$ cat config.mk
export PLATFORM = sky130hd
export DESIGN_NAME = adc_frame_serializer
export DESIGN_NICKNAME = d
export VERILOG_FILES = /design/src/rtl/adcser_pkg.sv /design/src/rtl/adcser_edge_sync.sv /design/src/rtl/adcser_frame_build.sv /design/src/rtl/adcser_shift_core.sv /design/src/rtl/adc_frame_serializer.sv
export SDC_FILE = /design/constraint.sdc
export NUM_CORES = 1
export LEC_CHECK = 0
export BUFFER_PORTS_ARGS = -buffer_cell sky130_fd_sc_hd__buf_2
export CAP_MARGIN = 20
export CORE_ASPECT_RATIO = 1.25
export CORE_MARGIN = 1.5
export CORE_UTILIZATION = 33
export DETAILED_ROUTE_END_ITERATION = 8
export GPL_TIMING_DRIVEN = 0
export HOLD_SLACK_MARGIN = 0.06
export PLACE_DENSITY_LB_ADDON = 0.15
export SLEW_MARGIN = 20
export SYNTH_ARGS = -nofsm -noshare
export SYNTH_HDL_FRONTEND = slang
export SYNTH_HIERARCHICAL = 1
export SYNTH_SLANG_ARGS = --single-unit
$ cat constraint.sdc
create_clock -name clk -period 1.5 [get_ports clk]
set_clock_uncertainty 0.05 [all_clocks]
set_input_delay 0.3 -clock clk [delete_from_list [all_inputs] [get_ports clk]]
set_output_delay 0.3 -clock clk [all_outputs]
set_load 0.05 [all_outputs]
$ cat src/rtl/adcser_pkg.sv
package adcser_pkg;

    localparam int DEF_DATA_W      = 12;
    localparam int DEF_HDR_ONES    = 3;
    localparam int DEF_SYNC_STAGES = 2;

    function automatic int frame_width(input int data_w, input int hdr_ones);
        return hdr_ones + 1 + data_w;
    endfunction

endpackage

$ cat src/rtl/adcser_edge_sync.sv
module adcser_edge_sync #(
    parameter int   STAGES  = 2,
    parameter logic RST_VAL = 1'b0
) (
    input  logic clk,
    input  logic rst_n,
    input  logic din,
    output logic lvl,
    output logic lvl_prev
);
    localparam int CHAIN_W = STAGES + 1;

    logic [CHAIN_W-1:0] chain_d, chain_q;

    always_comb begin
        chain_d = {chain_q[CHAIN_W-2:0], din};
    end

    always_ff @(posedge clk or negedge rst_n) begin
        if (!rst_n) chain_q <= {CHAIN_W{RST_VAL}};
        else        chain_q <= chain_d;
    end

    assign lvl      = chain_q[STAGES-1];
    assign lvl_prev = chain_q[STAGES];
endmodule

$ cat src/rtl/adcser_frame_build.sv
module adcser_frame_build #(
    parameter int DATA_W   = 12,
    parameter int HDR_ONES = 3,
    localparam int FRAME_W = adcser_pkg::frame_width(DATA_W, HDR_ONES)
) (
    input  logic [DATA_W-1:0]  sample,
    input  logic               chan_id,
    output logic [FRAME_W-1:0] frame
);
    for (genvar g = 0; g < HDR_ONES; g++) begin : g_hdr
        assign frame[FRAME_W-1-g] = 1'b1;
    end
    assign frame[DATA_W]       = chan_id;
    assign frame[DATA_W-1:0]   = sample;
endmodule

$ cat src/rtl/adcser_shift_core.sv
module adcser_shift_core #(
    parameter int FRAME_W = 16,
    localparam int CNT_W  = $clog2(FRAME_W)
) (
    input  logic               clk,
    input  logic               rst_n,
    input  logic               cs_lvl,
    input  logic               cs_prev,
    input  logic               sclk_lvl,
    input  logic               sclk_prev,
    input  logic [FRAME_W-1:0] frame_in,
    output logic               active,
    output logic [CNT_W-1:0]   bit_idx,
    output logic [FRAME_W-1:0] frame_word,
    output logic               dout,
    output logic               dout_oe
);
    localparam logic [CNT_W-1:0] LAST_IDX = CNT_W'(FRAME_W - 1);

    typedef struct packed {
        logic               active;
        logic [CNT_W-1:0]   idx;
        logic [FRAME_W-1:0] frame;
    } core_state_t;

    core_state_t st_d, st_q;
    logic        cs_fall;
    logic        sclk_fall;

    always_comb begin
        cs_fall   = cs_prev & ~cs_lvl;
        sclk_fall = sclk_prev & ~sclk_lvl;
        st_d      = st_q;
        if (cs_lvl) begin
            st_d.active = 1'b0;
            st_d.idx    = '0;
        end else if (cs_fall) begin
            st_d.active = 1'b1;
            st_d.idx    = '0;
            st_d.frame  = frame_in;
        end else if (st_q.active && sclk_fall && (st_q.idx != LAST_IDX)) begin
            st_d.idx = st_q.idx + CNT_W'(1);
        end
    end

    always_ff @(posedge clk or negedge rst_n) begin
        if (!rst_n) st_q <= '0;
        else        st_q <= st_d;
    end

    assign active     = st_q.active;
    assign bit_idx    = st_q.idx;
    assign frame_word = st_q.frame;
    assign dout       = st_q.frame[LAST_IDX - st_q.idx];
    assign dout_oe    = st_q.active;
endmodule

$ cat src/rtl/adc_frame_serializer.sv
module adc_frame_serializer #(
    parameter int DATA_W      = adcser_pkg::DEF_DATA_W,
    parameter int HDR_ONES    = adcser_pkg::DEF_HDR_ONES,
    parameter int SYNC_STAGES = adcser_pkg::DEF_SYNC_STAGES
) (
    input  logic              clk,
    input  logic              rst_n,
    input  logic              cs_n,
    input  logic              sclk,
    input  logic [DATA_W-1:0] sample,
    input  logic              chan_id,
    output logic              dout,
    output logic              dout_oe
);
    localparam int FRAME_W = adcser_pkg::frame_width(DATA_W, HDR_ONES);
    localparam int CNT_W   = $clog2(FRAME_W);

    logic               cs_lvl, cs_prev;
    logic               sclk_lvl, sclk_prev;
    logic [FRAME_W-1:0] frame_in;
    logic               active;
    logic [CNT_W-1:0]   bit_idx;
    logic [FRAME_W-1:0] frame_word;

    adcser_edge_sync #(.STAGES(SYNC_STAGES), .RST_VAL(1'b1)) u_cs_sync (
        .clk(clk), .rst_n(rst_n), .din(cs_n), .lvl(cs_lvl), .lvl_prev(cs_prev)
    );

    adcser_edge_sync #(.STAGES(SYNC_STAGES), .RST_VAL(1'b0)) u_sclk_sync (
        .clk(clk), .rst_n(rst_n), .din(sclk), .lvl(sclk_lvl), .lvl_prev(sclk_prev)
    );

    adcser_frame_build #(.DATA_W(DATA_W), .HDR_ONES(HDR_ONES)) u_build (
        .sample(sample), .chan_id(chan_id), .frame(frame_in)
    );

    adcser_shift_core #(.FRAME_W(FRAME_W)) u_core (
        .clk(clk), .rst_n(rst_n),
        .cs_lvl(cs_lvl), .cs_prev(cs_prev),
        .sclk_lvl(sclk_lvl), .sclk_prev(sclk_prev),
        .frame_in(frame_in),
        .active(active), .bit_idx(bit_idx), .frame_word(frame_word),
        .dout(dout), .dout_oe(dout_oe)
    );
endmodule

# Word level (Yosys, flattened, before mapping)
# Cells that the tools add are included.
[word_totals]
elab_cells = 24
in_bits = 17
ff_bits = 25
output_inout_bits = 2
[op_classes]
add_sub_neg = 2
mux = 6
bitwise = 4
magnitude_cmp = 1
reduce_logical = 5
n_eq_ne = 1
[op_table]
columns = ["cell", "count"]
rows = [
  ["$mux 4", 2],
  ["$lt 4x5->1 const B", 1],
  ["$mux 5", 1],
  ["$add 4x1->4 const B", 1],
  ["$bmux 1 s4", 1],
  ["$ne 4x4->1 const B", 1],
  ["$sub 4x4->4 const A", 1],
  ["$reduce_bool 3->1", 1],
  ["$and 1x1->1", 2],
  ["$logic_and 1x1->1", 2],
  ["$mux 1", 2],
  ["$not 1->1", 2],
  ["$reduce_and 2->1", 1],
  ["$reduce_bool 2->1", 1],
]

# Logic depth before layout (Yosys ltp)
[depth]
ltp_word = 7
ltp_mapped = 4
depth_no_buf = 4

# Hierarchy
# The synthesis kept the hierarchy.
[modules_own_cells]
columns = ["mod", "n_inst", "cells_per_inst", "area_each_um2"]
rows = [
  ["adcser_shift_core", 1, 71, 1001.0],
  ["adcser_frame_build", 1, 17, 123.9],
  ["adcser_edge_sync (u_cs_sync)", 1, 3, 78.8],
  ["adcser_edge_sync (u_sclk_sync)", 1, 3, 75.1],
]

# Least setup slack after synthesis
# OpenSTA, ideal clock, no wires.
[synth_path]
kind = "reg2out"
from = "register u_core.st_q (netlist bit u_core/bit_idx[0])"
to = "output port dout"
arrival_ps = 1652
setup_slack_ps = -502
path_stages_with_launch = 5
path_cell_list = "dfrtp_1 buf_6 mux4_2 mux2i_1 mux2i_1"
[synth_between]
elab_chain_len = 3
[synth_lines]
columns = ["item", "line_no", "text"]
rows = [
  ["from (decl)", "adcser_shift_core.sv:26", "core_state_t st_d, st_q;"],
  ["from (signal assigned)", "adcser_shift_core.sv:48", "else st_q <= st_d;"],
  ["$sub 4x4->4", "adcser_shift_core.sv:54", "assign dout = st_q.frame[LAST_IDX - st_q.idx];"],
  ["$bmux 1 s4", "adcser_shift_core.sv:54", ""],
  ["$mux 1 (not written as such)", "adcser_shift_core.sv:54", ""],
  ["to (decl)", "adc_frame_serializer.sv:12", "output logic dout,"],
]
# Every way passes these cells. The select of a mux whose other input is x is not followed.

# Worst setup path after layout
# Same ends and word-level chain as after synthesis.

==> flow_metrics.tcl <==
set metrics [dict create \
    yosysWarningCount 6 \
    die_w_um 58.7 \
    p_comb_share_pct 16.7 \
    ys_ff_latch 27 \
    antenna_cells 0 \
    p_switching_w 0.000355 \
    worst-setup-path-type "register to primary output" \
    dieArea_um2 4260 \
    routedWlPerCell_um 14.3 \
    max_freq_mhz 478 \
    start_util_pct 34.1 \
    cts-root-buf "clkbuf_8" \
    endpoint_kind "primary output" \
    avgSynthCellArea_um2 13.6 \
    grt_pass1_vias 841 \
    cp-start-kind "register" \
    finalCritPeriodShare_pct 139 \
    cp.arrival_ns 1.74 \
    cts.path.max_buffers 2 \
    pwr-share-seq_pct 56.1 \
    sw_frac_of_total_pct 23.7 \
    syn_inst 94 \
    grt_pass1_wl_mm 3.74 \
    yosysUniqueCellTypes 24 \
    hold_violations 0 \
    vias 756 \
    nets 135 \
    path_cells "buf_6, mux4_2, mux2i_2, mux2i_4, buf_6" \
    grt_max_degree 28 \
    p_clk_share_pct 27.2 \
    overflow 0 \
    dpl_cell_area_um2 1380 \
    rows 25 \
    area.growth.synth_to_final_pct 25.1 \
    cts_max_level 1 \
    track_usage_pct 11.8 \
    place.gp.congestion 0.822 \
    drive_gt1_share_pct 62.9 \
    worstSkewPairLatency_ns 0.27 \
    relSlewSlack_pct 59.9 \
    rsz0062_at_grt "yes" \
    drc 0 \
    utilization_pct 42.6 \
    p_leak_nw 0.685 \
    ant_nets 0 \
    critPathMaxStageDelay_ns 0.50 \
    synthArstFlopShare_pct 100 \
    place.port_buffers 5 \
    setup_ws_ns -0.590 \
    nFillCells 368 \
    cts_tree "done" \
    maxSlewViolCount 0 \
    intPower_w 0.00115 \
    numClockSinks 27 \
    core_um2 3750 \
    peakVddDrop_mv 0.456 \
    cts_buffers 3 \
    violations "setup timing" \
    avgViaCountPerCell 4.85 \
    antenna_found_initial 0 \
    worst_pin_slew_ns 0.602 \
    routed_wl_mm 2.23 \
    pin_count 19 \
    maxCapViolCount 0 \
    die_h_um 72.6 \
    synth_seq_area_share_pct 53.1 \
    finalSetupViolCount 4 \
    design_area_um2 1600 \
    cp_max_fo 3 \
    place_hpwl_mm 1.39 \
    drt_iter0_markers 6 \
    synthFlopType "dfrtp_1" \
    crit_slowest_cell "mux4_2" \
    powerDensity_nw_per_um2 937 \
    outcome "finished, violations left" \
    drt_pre_antenna_iters 4 \
    netlist_area_um2 1280 \
    required_ns 1.15 \
    path_clk_slew_ns 0.10 \
    synth_edf_count 0 \
    period_minus_slack_ns 2.09 \
    crit_top_cell "buf_6" \
    min_path_type "primary input to register" \
]
-- area by class of cell --
type,count,area [um2],area share [%]
Sequential cell,27,681,42.5
Multi-Input combinational cell,48,502,31.4
Buffer,21,170,10.6
Timing Repair Buffer,16,151,9.46
Tap cell,40,50.0,3.13
Clock buffer,3,41.3,2.58
Clock inverter,1,5.00,0.313
-- registers in the layout, summed over array words and instances, names as in the netlist --
register,cells
u_core/active,1
u_core/bit_idx,4
u_core/frame_word,16
u_cs_sync/chain_q,3
u_sclk_sync/chain_q,3
-- stage by stage --
stage | setup slack (ns) | TNS, ns | power (W) | cells | hold slack, ns
2_1_floorplan | -0.180 | -0.180 | 0.00103 | 96 | -0.0456
3_3_place_gp | -0.366 | -1.07 | 0.00107 | 141 | 0.283
3_5_place_dp | -0.387 | -1.18 | 0.00108 | 141 | 0.285
4_1_cts | -0.603 | -0.968 | 0.00151 | 154 | 0.0656
5_1_grt | -0.667 | -1.31 | 0.00158 | 156 | 0.0624
6_report | -0.590 | -1.09 | 0.00150 | 156 | 0.0729
-- logic make-up (layout without fill, tap and decap cells) --
| logic type | count (synthesis) | count (layout) | share of synthesized area (%) |
|---|---|---|---|
| muxes | 23 | 23 | 24.1 |
| DFF | 27 | 27 | 53.1 |
| adders and majority gates | 1 | 1 | 0.978 |
| AOI/OAI and AO/OA | 7 | 7 | 2.94 |
| buffers and inverters | 21 | 41 | 12.2 |
| and+or+nand+nor | 14 | 14 | 6.36 |
| other | 1 | 3 | 0.293 |
-- cells in the mapped netlist, types with 2 or more instances --
cell type | count | area share, %
mux4_1 | 2 | 4.1
o21ai_0 | 2 | 0.78
nor2_1 | 2 | 0.59
dfstp_2 | 3 | 6.2
mux4_2 | 2 | 3.5
mux2i_1 | 3 | 2.3
or3_1 | 2 | 0.98
nor3_1 | 2 | 0.78
buf_4 | 18 | 11
dfrtp_1 | 24 | 47
buf_2 | 2 | 0.78
mux2_2 | 16 | 14
a21oi_1 | 4 | 1.6
nand3b_1 | 2 | 1.2
-- critical path, delay by kind of cell, from the launching register on --
| kind | cells | cell delay (ns) |
|---|---|---|
| muxes | 3 | 0.80 |
| DFF | 1 | 0.37 |
| buffers and inverters | 2 | 0.28 |
-- power groups by stage --
stage          Combinational [W]  Clock (W)  Sequential, W
2_1_floorplan           0.000182          0       0.000843
3_3_place_gp            0.000218          0       0.000854
3_5_place_dp            0.000223          0       0.000857
4_1_cts                 0.000243   0.000429       0.000843
5_1_grt                 0.000272   0.000451       0.000853
6_report                0.000251   0.000407       0.000842
-- layout by cell type (no fill, tap or decap), drive strengths merged, types with 2 or more instances in the layout --
master	n
a21oi	4
buf	34
clkbuf	4
conb	3
dfrtp	24
dfstp	3
dlygate4sd3	2
mux2	16
mux2i	3
mux4	4
nand3b	2
nor2	2
nor3	2
o21ai	2
or3	2
-- path summary, 6_finish.rpt --
check                                       startpoint                endpoint  cells past startpoint  slack [ns]
worst max register to register       u_core/bit_idx[1]       u_core/bit_idx[0]                      7       -0.25
worst min register to register  u_sclk_sync/chain_q[0]  u_sclk_sync/chain_q[1]                      0        0.31
max in group asynchronous                        rst_n       u_core/bit_idx[1]                      2        0.46
worst max-delay path                 u_core/bit_idx[0]                    dout                      5       -0.59
min in group asynchronous                        rst_n   u_core/frame_word[10]                      2        0.51
worst min-delay path                              sclk  u_sclk_sync/chain_q[0]                      1        0.07
-- per-layer routing --
layer / track usage (%) / routed length (um) / up-vias
met5: 0 / 0 / -
met2: 20.3 / 1180 / 24
li1: - / - / 352
met4: 7.58 / 57 / 0
met1: 12.7 / 882 / 374
met3: 3.01 / 106 / 6
-- timing repair --
item	4_1_cts	5_1_grt
endpoints found under the setup margin	11	16
pin swaps	4	3
setup buffers	7	2
hold buffers	2	0
resized for setup	13	8
endpoints found under the hold margin	25	0
cloned	0	1
(Power assumes the default switching activity.)
